### src/rtl/icap_pkg.sv
// Package: shared types for the edge capture unit.
// Assumes: single clock domain after the pin synchroniser.
package icap_pkg;
    typedef enum logic {
        EDGE_RISE = 1'b0,
        EDGE_FALL = 1'b1
    } icap_edge_e;
endpackage

### src/rtl/icap_sync.sv
// Module: multi-stage flip-flop synchroniser for one asynchronous bit.
// Assumes: the input is asynchronous. Reset drives every stage to 0.
module icap_sync #(
    parameter int STAGES = 2
) (
    input  logic clk,
    input  logic rst_n,
    input  logic din,
    output logic dout
);
    localparam int LAST = STAGES - 1;

    logic [LAST:0] chain;

    generate
        for (genvar g = 0; g < STAGES; g++) begin : g_stage
            if (g == 0) begin : g_first
                // First stage samples the raw pin.
                always_ff @(posedge clk) begin
                    if (!rst_n) chain[0] <= 1'b0;
                    else        chain[0] <= din;
                end
            end else begin : g_next
                // Later stages shift the sample along the chain.
                always_ff @(posedge clk) begin
                    if (!rst_n) chain[g] <= 1'b0;
                    else        chain[g] <= chain[g-1];
                end
            end
        end
    endgenerate

    assign dout = chain[LAST];
endmodule

### src/rtl/icap_edge_det.sv
// Module: polarity-selectable edge detector on a synchronised level.
// Assumes: lvl is already synchronous. The pulse is combinational for one cycle.
module icap_edge_det
    import icap_pkg::*;
(
    input  logic       clk,
    input  logic       rst_n,
    input  logic       lvl,
    input  icap_edge_e pol,
    output logic       hit
);
    logic prev;

    // Hold the level from the previous cycle for comparison.
    always_ff @(posedge clk) begin
        if (!rst_n) prev <= 1'b0;
        else        prev <= lvl;
    end

    // Raise a pulse when the transition matches the chosen polarity.
    always_comb begin
        unique case (pol)
            EDGE_RISE: hit = lvl & ~prev;
            EDGE_FALL: hit = ~lvl & prev;
            default:   hit = 1'b0;
        endcase
    end
endmodule

### src/rtl/icap_latch.sv
// Module: capture register and pending flag, with lock-out while unread.
// Assumes: hit is a one-cycle pulse. rd is a one-cycle read strobe.
module icap_latch #(
    parameter int CNT_W = 16,
    parameter int CAP_W = 8
) (
    input  logic             clk,
    input  logic             rst_n,
    input  logic             hit,
    input  logic             rd,
    input  logic [CNT_W-1:0] cnt,
    output logic [CAP_W-1:0] data,
    output logic             flag
);
    localparam int MSB = CNT_W - 1;
    localparam int LSB = CNT_W - CAP_W;

    logic             accept;
    logic [CAP_W-1:0] cnt_hi;

    // Take the upper slice of the counter.
    assign cnt_hi = cnt[MSB:LSB];

    // Accept an edge when nothing is pending or the pending byte is being read now.
    assign accept = hit & (~flag | rd);

    // Load the byte on an accepted edge.
    always_ff @(posedge clk) begin
        if (!rst_n)      data <= '0;
        else if (accept) data <= cnt_hi;
    end

    // Set the flag on capture and clear it on a read that has no capture with it.
    always_ff @(posedge clk) begin
        if (!rst_n)      flag <= 1'b0;
        else if (accept) flag <= 1'b1;
        else if (rd)     flag <= 1'b0;
    end


    hold_while_pending_chk: assert property (@(posedge clk) disable iff (!rst_n)
        (flag && !rd) |=> $stable(data));


    flag_on_capture_chk: assert property (@(posedge clk) disable iff (!rst_n)
        (hit && !flag) |=> flag);


    flag_drop_needs_read_chk: assert property (@(posedge clk) disable iff (!rst_n)
        (flag && !rd) |=> flag);


    loads_counter_chk: assert property (@(posedge clk) disable iff (!rst_n)
        (hit && (!flag || rd)) |=> (data == $past(cnt[MSB:LSB])));
endmodule

### src/rtl/icap_unit.sv
// Module: top of the edge capture unit. Synchroniser, edge detector and latch.
// Assumes: cnt_val is a free-running counter in the clk domain.
module icap_unit
    import icap_pkg::*;
#(
    parameter int CNT_W       = 16,
    parameter int SYNC_STAGES = 2
) (
    input  logic             clk,
    input  logic             rst_n,
    input  logic             cap_pin,
    input  logic             edge_sel,
    input  logic             irq_en,
    input  logic             rd_strobe,
    input  logic [CNT_W-1:0] cnt_val,
    output logic [7:0]       cap_data,
    output logic             cap_flag,
    output logic             irq
);
    localparam int CAP_W = 8;

    logic       pin_s;
    logic       edge_hit;
    icap_edge_e pol;

    assign pol = icap_edge_e'(edge_sel);

    icap_sync #(.STAGES(SYNC_STAGES)) u_sync (
        .clk  (clk),
        .rst_n(rst_n),
        .din  (cap_pin),
        .dout (pin_s)
    );

    icap_edge_det u_edge (
        .clk  (clk),
        .rst_n(rst_n),
        .lvl  (pin_s),
        .pol  (pol),
        .hit  (edge_hit)
    );

    icap_latch #(.CNT_W(CNT_W), .CAP_W(CAP_W)) u_latch (
        .clk  (clk),
        .rst_n(rst_n),
        .hit  (edge_hit),
        .rd   (rd_strobe),
        .cnt  (cnt_val),
        .data (cap_data),
        .flag (cap_flag)
    );

    // Request an interrupt while a capture is pending and enabled.
    assign irq = cap_flag & irq_en;


    irq_needs_flag_chk: assert property (@(posedge clk) disable iff (!rst_n)
        irq |-> (cap_flag && irq_en));
endmodule

### config.mk
export PLATFORM = sky130hd
export DESIGN_NAME = icap_unit
export DESIGN_NICKNAME = d
export VERILOG_FILES = /design/src/rtl/icap_pkg.sv /design/src/rtl/icap_sync.sv /design/src/rtl/icap_edge_det.sv /design/src/rtl/icap_latch.sv /design/src/rtl/icap_unit.sv
export SDC_FILE = /design/constraint.sdc
export NUM_CORES = 1
export LEC_CHECK = 0
export ABC_AREA = 1
export BUFFER_PORTS_ARGS = -buffer_cell sky130_fd_sc_hd__buf_4
export CAP_MARGIN = 30
export CORE_MARGIN = 2
export CORE_UTILIZATION = 41
export CTS_BUF_LIST = sky130_fd_sc_hd__clkbuf_8 sky130_fd_sc_hd__clkbuf_16
export DETAILED_ROUTE_END_ITERATION = 10
export GPL_ROUTABILITY_DRIVEN = 0
export PLACE_DENSITY = 0.76
export SLEW_MARGIN = 20
export SYNTH_ARGS = -nofsm -noshare
export SYNTH_HDL_FRONTEND = slang
export SYNTH_SLANG_ARGS = --single-unit
### constraint.sdc
create_clock -name clk -period 1.2 [get_ports clk]
set_input_delay 0.12 -clock clk [delete_from_list [all_inputs] [get_ports clk]]
set_output_delay 0.12 -clock clk [all_outputs]
set_load 0.05 [all_outputs]
==> impl_metrics.tcl <==
set metrics [dict create \
    endpoint_kind "flip-flop" \
    final.period_utilization_pct 81.7 \
    mapped_area_um2 552 \
    grt_pass1_vias 348 \
    tightest_slew_ns 0.326 \
    tns_ns 0 \
    detailroute.via_count 515 \
    layout.nets 121 \
    path_buf_inv 1 \
    static-leakage-power_nw 0.425 \
    syn_avg_cell_area_um2 7.46 \
    tritoncts.num_buffers 3 \
    ys_seq_elements 12 \
    drt-vias-per-instance 4.56 \
    dp_worst_setup_slack_ns 0.236 \
    maxClockFrequency_ghz 1.02 \
    post-synth-top-area-fraction_pct 43.5 \
    yosysWarnings 0 \
    cts-root-to-sink-buffers 2 \
    area.growth.synth_to_final_pct 38.3 \
    grt.overflow.total 0 \
    post_drt_wl_per_cell_um 9.19 \
    finalCoreUtilization_pct 59.4 \
    nFillCells 122 \
    route.antenna.remaining_nets 0 \
    diodes 0 \
    worst_hold_slack_ns 0.0642 \
    cts-root-buf "sky130_fd_sc_hd__clkbuf_8" \
    initial_core_util_pct 42.9 \
    postRouteWirelength_um 1040 \
    antenna_found_initial 0 \
    post-synth-top-area-cell "sky130_fd_sc_hd__dfxtp_1" \
    timing.clock.skew_ns 0.00374 \
    coreArea_mm2 0.00128 \
    postCtsSetupBuffers 0 \
    portBuffers 23 \
    grt_setup_unrepaired "false" \
    ys_types 12 \
    postSynth.topFlopCell "sky130_fd_sc_hd__dfxtp_1" \
    track_usage_pct 13.5 \
    status "finished clean" \
    count_of_mapped_cells_out_of_synthesis 74 \
    cts_tree "done" \
    hold_viol_final 0 \
    critical_path_peak_fanout 16 \
    number_of_iterations_in_the_first_detailed_routing_pass 2 \
    dp.final_hpwl_um 716 \
    peakVddDrop_mv 0.768 \
    worst_ep_arrival_time_ns 1.11 \
    cts-resized-gates 0 \
    worst_max_slew_margin_expressed_relative_to_the_limit_pct 78.2 \
    crit_slowest_cell "sky130_fd_sc_hd__dfxtp_1" \
    yosysSeqAreaShare_pct 43.5 \
    post-route-min-period_ns 0.981 \
    p_per_area_mw_per_mm2 1350 \
    max_cap_violations 0 \
    worst_skew_pair.late_latency_ns 0.24 \
    timing.critical_path.required_ns 1.33 \
    area_of_the_die_mm2 0.00166 \
    post_route_cells_drive_above_1_share_pct 35.7 \
    chipHeight_um 40.7 \
    drt-initial-drc-count 3 \
    slew_viol_final 0 \
    drc 0 \
    fin_total_pwr_mw 1.03 \
    post_cts_hold_buffer_count 0 \
    pin_count_of_the_biggest_net_entering_global_routing 18 \
    post_synth_most_frequent_cells "16 x sky130_fd_sc_hd__inv_1, 13 x sky130_fd_sc_hd__nand2_1, 12 x sky130_fd_sc_hd__dfxtp_1" \
    criticalPathCategory "reg -> reg" \
    report.final.setup_viol 0 \
    synth_nets 96 \
    hold_path.class "in -> reg" \
    pin_count 32 \
    synth_edf_count 0 \
    path_delay_family "flip-flops" \
    postLayoutSetupSlackWorst_ns 0.219 \
    cts.clk_slew.worst_paths_ns 0.05 \
    ctsHtreeMaxLevel 1 \
    die_w_um 40.7 \
    critical_path.cell_chain "inv_2, nand3_2, nand2_4, a21oi_1, nor2_1" \
    postSynth.asyncResetShare_pct 0 \
    synth_area_leaders "sky130_fd_sc_hd__dfxtp_1 44%, sky130_fd_sc_hd__inv_1 11%, sky130_fd_sc_hd__nand2_1 8.8%" \
    yosys.cell_count.top_type "sky130_fd_sc_hd__inv_1" \
    grt_first_pass_wirelength_um 1370 \
    worst_setup_path_start_kind "flip-flop" \
    max_stage_delay_ns 0.38 \
    placement_rows 13 \
    tritoncts_num_sinks 12 \
]
-- metal layers --
metal  global-route usage, %  vias up  part of all wire [%]
met5                       0        -                     0
met1                    12.6      227                    42
met3                    8.15        2                   6.8
li1                        -      271                     -
met4                    7.50        0                  0.48
met2                    22.6       15                    50
-- placed cells by master, fill, tap and decap left out --
cell type / count
sky130_fd_sc_hd__nand2_2: 1
sky130_fd_sc_hd__a21oi_1: 8
sky130_fd_sc_hd__clkbuf_8: 4
sky130_fd_sc_hd__nor2_1: 8
sky130_fd_sc_hd__inv_2: 1
sky130_fd_sc_hd__nand3_1: 7
sky130_fd_sc_hd__buf_4: 23
sky130_fd_sc_hd__dfxtp_1: 11
sky130_fd_sc_hd__nand3_2: 4
sky130_fd_sc_hd__nand2_1: 13
sky130_fd_sc_hd__nand2_4: 1
sky130_fd_sc_hd__dfxtp_2: 1
sky130_fd_sc_hd__inv_1: 16
-- state kept, by name, summed over array words and instances (netlist names) --
register / count
u_sync.chain: 1
u_edge.prev: 1
u_sync.dout: 1
u_latch.flag: 1
u_latch.data: 8
-- worst reg2reg max path, delay by kind of cell (launching register included) --
kind | cells | cell delay, ns
simple gates | 3 | 0.27
flops | 1 | 0.38
buf+inv | 1 | 0.05
compound gates | 1 | 0.18
-- where the power goes --
part           total (mW)  internal [mW]  switching [mW]
Combinational       0.168         0.0665           0.102
Sequential          0.428          0.418          0.0103
Clock               0.432          0.289           0.142
-- path summary, 6_finish.rpt --
path                                                  from                           end  slack, ns  cells past startpoint
worst max-delay path                u_sync.dout$_SDFF_PN0_  u_latch.data[4]$_SDFFE_PN0P_       0.22                      5
worst max register to register      u_sync.dout$_SDFF_PN0_  u_latch.data[4]$_SDFFE_PN0P_       0.22                      5
worst min register to register  u_sync.chain[0]$_SDFF_PN0_        u_sync.dout$_SDFF_PN0_       0.41                      2
worst min-delay path                               cap_pin    u_sync.chain[0]$_SDFF_PN0_       0.06                      3
-- layout make-up --
class                   instances  area, um2  share of cell area [%]
well taps                      15       18.8                    2.46
clock buffers                   4       55.1                    7.21
inverters                      17       63.8                    8.36
multi-input cells              42        211                    27.7
repair buffers                 23        173                    22.6
flip-flops and latches         12        241                    31.6
-- per-stage QoR --
| step | instances | instance area, um2 |
|---|---|---|
| 2_1_floorplan | 74 | 553 |
| 3_3_place_gp | 109 | 708 |
| 3_5_place_dp | 109 | 708 |
| 4_1_cts | 113 | 763 |
| 5_1_grt | 113 | 763 |
| 6_report | 113 | 763 |
-- kinds of logic after synthesis --
logic type / synth area share (%)
compound gates: 7.26
buf+inv: 18.1
flops: 43.5
simple gates: 31.1
No activity file was read; power rests on OpenSTA's default activity.
